$ cat src/rtl/modn_pkg.sv
package modn_pkg;

    typedef enum logic [1:0] {
        OP_CLEAR = 2'd0,
        OP_LOAD  = 2'd1,
        OP_AUTO  = 2'd2,
        OP_DEC   = 2'd3
    } cnt_op_e;

    localparam logic [6:0] SEG_BLANK = 7'h00;

    // segment order a..g, a in bit 6
    function automatic logic [6:0] seg7_pattern(input logic [2:0] digit);
        logic [6:0] p;
        case (digit)
            3'd0:    p = 7'h7E;
            3'd1:    p = 7'h30;
            3'd2:    p = 7'h6D;
            3'd3:    p = 7'h79;
            3'd4:    p = 7'h33;
            3'd5:    p = 7'h5B;
            3'd6:    p = 7'h5F;
            default: p = 7'h70;
        endcase
        return p;
    endfunction

endpackage

$ cat src/rtl/modn_next_state.sv
module modn_next_state
    import modn_pkg::*;
#(
    parameter int CNT_W = 3,
    parameter logic [CNT_W-1:0] RELOAD = '0
) (
    input  logic             clr,
    input  logic             load_req,
    input  logic [CNT_W-1:0] load_val,
    input  logic             auto_en,
    input  logic [CNT_W-1:0] cur,
    output logic [CNT_W-1:0] nxt,
    output logic             at_zero
);

    cnt_op_e op;

    always_comb begin
        at_zero = (cur == '0);
        if (clr)                    op = OP_CLEAR;
        else if (load_req)          op = OP_LOAD;
        else if (auto_en && at_zero) op = OP_AUTO;
        else                        op = OP_DEC;
    end

    always_comb begin
        unique case (op)
            OP_CLEAR: nxt = '0;
            OP_LOAD:  nxt = load_val;
            OP_AUTO:  nxt = RELOAD;
            default:  nxt = cur - CNT_W'(1);
        endcase
    end

endmodule

$ cat src/rtl/modn_count_reg.sv
module modn_count_reg #(
    parameter int CNT_W = 3
) (
    input  logic             clk,
    input  logic             rst,
    input  logic [CNT_W-1:0] d,
    output logic [CNT_W-1:0] q
);

    always_ff @(posedge clk) begin
        if (rst) q <= '0;
        else     q <= d;
    end

endmodule

$ cat src/rtl/modn_seg_decoder.sv
module modn_seg_decoder
    import modn_pkg::*;
#(
    parameter int CNT_W = 3
) (
    input  logic [CNT_W-1:0] value,
    output logic [6:0]       seg
);

    logic over_range;

    generate
        if (CNT_W > 3) begin : g_wide
            assign over_range = |value[CNT_W-1:3];
        end else begin : g_narrow
            assign over_range = 1'b0;
        end
    endgenerate

    always_comb begin
        if (over_range) seg = SEG_BLANK;
        else            seg = seg7_pattern(value[2:0]);
    end

endmodule

$ cat src/rtl/modn_down_counter.sv
module modn_down_counter
    import modn_pkg::*;
#(
    parameter int CNT_W = 3,
    parameter int MOD_N = 5
) (
    input  logic             clk,
    input  logic             rst,
    input  logic             clr,
    input  logic             load_req,
    input  logic [CNT_W-1:0] load_val,
    input  logic             auto_en,
    output logic [CNT_W-1:0] count,
    output logic             tmo,
    output logic [6:0]       seg
);

    localparam logic [CNT_W-1:0] RELOAD_V = CNT_W'(MOD_N - 1);

    generate
        if (CNT_W < 3 || MOD_N < 1 || MOD_N > (1 << CNT_W)) begin : g_bad_cfg
            $error("modn_down_counter: MOD_N must lie in 1..2**CNT_W and CNT_W >= 3");
        end
    endgenerate

    logic [CNT_W-1:0] cnt_q;
    logic [CNT_W-1:0] cnt_d;
    logic             zero_flag;

    modn_next_state #(
        .CNT_W  (CNT_W),
        .RELOAD (RELOAD_V)
    ) u_next (
        .clr      (clr),
        .load_req (load_req),
        .load_val (load_val),
        .auto_en  (auto_en),
        .cur      (cnt_q),
        .nxt      (cnt_d),
        .at_zero  (zero_flag)
    );

    modn_count_reg #(
        .CNT_W (CNT_W)
    ) u_reg (
        .clk (clk),
        .rst (rst),
        .d   (cnt_d),
        .q   (cnt_q)
    );

    modn_seg_decoder #(
        .CNT_W (CNT_W)
    ) u_seg (
        .value (cnt_q),
        .seg   (seg)
    );

    assign count = cnt_q;
    assign tmo   = zero_flag;

endmodule

$ cat config.mk
export PLATFORM = sky130hd
export DESIGN_NAME = modn_down_counter
export DESIGN_NICKNAME = d
export VERILOG_FILES = /design/src/rtl/modn_pkg.sv /design/src/rtl/modn_next_state.sv /design/src/rtl/modn_count_reg.sv /design/src/rtl/modn_seg_decoder.sv /design/src/rtl/modn_down_counter.sv
export SDC_FILE = /design/constraint.sdc
export NUM_CORES = 1
export LEC_CHECK = 0
export ABC_AREA = 0
export ABC_CLOCK_PERIOD_IN_PS = 1500
export CAP_MARGIN = 10
export CORE_AREA = 2 2 39 41
export DETAILED_ROUTE_END_ITERATION = 6
export DIE_AREA = 0 0 41 43
export PLACE_DENSITY = 0.53
export SYNTH_ARGS = -nofsm -noshare
export SYNTH_HDL_FRONTEND = slang
export SYNTH_SLANG_ARGS = --single-unit
$ cat constraint.sdc
create_clock -name clk -period 1.5 [get_ports clk]
set_input_delay 0.3 -clock clk [delete_from_list [all_inputs] [get_ports clk]]
set_output_delay 0.3 -clock clk [all_outputs]
set_load 0.05 [all_outputs]
==> out/metrics.yaml <==
worst-r2r-cell-count: 8
ioPinCount: 19
design_power_total_uw: 561
timing_worst_slew_pin_value_ns: 0.247
yosys_register_bits: 3
yosys_warnings: 0
via_cell_ratio: 4.16
regToRegEndpoint: "u_reg.q[2]$_SDFF_PP0_"
gr-total-overflow: 0
run_status: "finished with violations"
worstReg2RegStart: "u_reg.q[0]$_SDFF_PP0_"
num_antenna_cells: 0
nets: 85
timing.slew.headroom: 0.835
worst_path_max_delay_cell: "sky130_fd_sc_hd__dfxtp_4"
grt_pass1_vias: 354
netlist.top_cell.by_area: "sky130_fd_sc_hd__ha_1"
hold_path_startpoint: "load_val[0]"
total_negative_setup_slacks_ns: -1.44
achievable-frequency_mhz: 571
peakVddDrop_v: 0.000374
synth_top_cell_area_share: 0.216
fin_skew_ns: 0.00425
timing.critical_path.to_type: "output port"
cts_max_level: 1
violated_checks: "setup timing"
routed_wl_um: 870
cap_violations: 0
ranking_of_synthesized_cells_by_area: "sky130_fd_sc_hd__ha_1 (22%), sky130_fd_sc_hd__dfxtp_1 (21%), sky130_fd_sc_hd__or2_2 (8.7%), sky130_fd_sc_hd__nor2b_1 (6.5%), sky130_fd_sc_hd__nor3_1 (5.2%)"
path_class: "register to output port"
fin_crit_period_ns: 1.75
drt_iter0_markers: 1
hold_viol_final: 0
grt_setup_unrepaired: "true"
mostFrequentLayoutCell: "sky130_fd_sc_hd__buf_4"
grt_antenna_before_repair: 0
gp_congestion: 0.620
clock_latency_ns: 0.23
area_growth_pct: 189
synthesis.area_um2: 289
reg_top3: "u_reg.q: 3 flops"
min-delay-path-class: "input port to register"
antenna_violating_nets_remaining: 0
tritoncts: "built"
max-clock-path-buffers: 2
timing.final.max_slew_violations: 0
path_clk_slew_ns: 0.04
timing.critical_path.max_delay_family: "simple AND/OR/NAND/NOR gates"
critical_path_arrival_ns: 1.45
clockRootBuffer: "sky130_fd_sc_hd__clkbuf_4"
leakage_uw: 0.000341
crit_chain: "ha_2, nor3_4, a22oi_1, or2_4, buf_6"
wl_per_cell_um: 10.0
die_area_um2: 1760
place_worst_setup_slack_ns: -0.100
timing.critical_path.slowest_cell_delay_ns: 0.36
die_height_um: 43
remaining_drcs: 0
mappedNetlistNets: 49
worst_ep_required_time_ns: 1.20
fin_crit_sh: 1.17
layout.cells.most_common_list: "sky130_fd_sc_hd__buf_4 (9), sky130_fd_sc_hd__clkdlybuf4s50_1 (7), sky130_fd_sc_hd__buf_6 (7), sky130_fd_sc_hd__buf_12 (7)"
synth_cell_type_count: 18
crit_cells: 5
clock_sink_count: 3
final_layout_size_suffix_gt1_frac: 0.676
hold_path_end: "u_reg.q[0]$_SDFF_PP0_"
vias: 362
floorplan.initialDensity: 0.209
critical_path.max_fanout: 4
detailedRoute.firstPassIterationCount: 2
netlist_instances: 36
setup_ws_ns: -0.253
min_delay_path_depth: 3
grt_pass1_wl_um: 1420
synth_seq_area_share: 0.208
largest_register_ffs: 3
cts_inserted_buffers: 3
largest_register: "u_reg.q"
dieWidth_um: 41
row_count: 14
cp-start-kind: "register"
syn_avg_cell_area_um2: 8.03
power.density_nw_per_um2: 671
worst-path-buf-inv: 1
grt_start_max_net_pins: 9
finalSetupViolCount: 8
place_hpwl_um: 644
port-buffer-count: 18
groute.usage.overall: 0.125
rrSetupSlack_ns: 0.06
core_area_um2: 1380
[worst register-to-register path, cell delays in order, from the launching register on]
cell and delay, ns:
sky130_fd_sc_hd__dfxtp_4 0.39, sky130_fd_sc_hd__inv_6 0.05, sky130_fd_sc_hd__buf_4 0.12, sky130_fd_sc_hd__buf_4 0.12, sky130_fd_sc_hd__buf_4 0.12, sky130_fd_sc_hd__ha_1 0.19
sky130_fd_sc_hd__xor2_1 0.15, sky130_fd_sc_hd__nor3_1 0.14, sky130_fd_sc_hd__nor3_1 0.07
[power by group]
part           leakage (uW)  total [uW]  switching (uW)  internal (uW)
sequential        0.0000264        96.0            12.2           83.8
clock             0.0000150         141            41.4           99.7
combinational      0.000300         324             151            172
[worst max-delay path by stage]
| stage | start | end | slack (ns) |
|---|---|---|---|
| floorplan | u_reg.q[0]$_SDFF_PP0_ | seg[4] | -0.1 |
| global placement | u_reg.q[1]$_SDFF_PP0_ | seg[6] | -0.07 |
| detailed placement | u_reg.q[1]$_SDFF_PP0_ | seg[6] | -0.1 |
| CTS | u_reg.q[0]$_SDFF_PP0_ | seg[6] | -0.27 |
| global route | u_reg.q[0]$_SDFF_PP0_ | seg[6] | -0.32 |
| finish | u_reg.q[0]$_SDFF_PP0_ | seg[6] | -0.25 |
[cell usage after synthesis (all sizes together)]
| library cell | number |
|---|---|
| or3 | 2 |
| a22oi | 1 |
| xor2 | 1 |
| nor2b | 3 |
| or2 | 4 |
| and2b | 1 |
| nand2b | 1 |
| ha | 5 |
| nand2 | 2 |
| nor3 | 3 |
| nor2 | 1 |
| and3b | 1 |
| nand3b | 1 |
| inv | 2 |
| o21bai | 2 |
| o21ai | 1 |
| dfxtp | 3 |
| a21oi | 2 |
[area by class of cell]
class / count / area, um2
Clock buffer: 4 / 26.3
Fill cell: 116 / 548
Tap cell: 16 / 20.0
Multi-Input combinational cell: 31 / 334
Sequential cell: 3 / 68.8
Inverter: 2 / 15.0
Timing Repair Buffer: 31 / 372
[kinds of logic after synthesis]
group           synth area share
simple gates               0.390
buf+inv                   0.0260
fa+ha+maj                  0.216
flops                      0.208
xor+xnor                  0.0303
compound gates             0.130
[through the flow]
stage               area [um2]  std cells  hold slack (ns)   util
finish                     836         87            0.615  0.604
global route               836         87            0.652  0.604
CTS                        815         85            0.607  0.589
detailed placement         662         78            0.666  0.478
global placement           662         78            0.680  0.478
floorplan                  354         36            0.427      -
[metal layers]
layer  track usage  vias to the layer above  share of wire
li1              -                      193              -
met1         0.129                      151           0.31
met5             0                        -              0
met2         0.203                       18           0.61
met3        0.0209                        0          0.077
met4         0.100                        0              0
[repair_timing]
| item | in CTS | in global routing |
|---|---|---|
| hold buffers | 0 | 0 |
| setup buffers | 4 | 2 |
| pin swaps | 5 | 0 |
| endpoints found under the setup margin | 7 | 8 |
| resized for setup | 21 | 2 |
(Power assumes the default switching activity.)
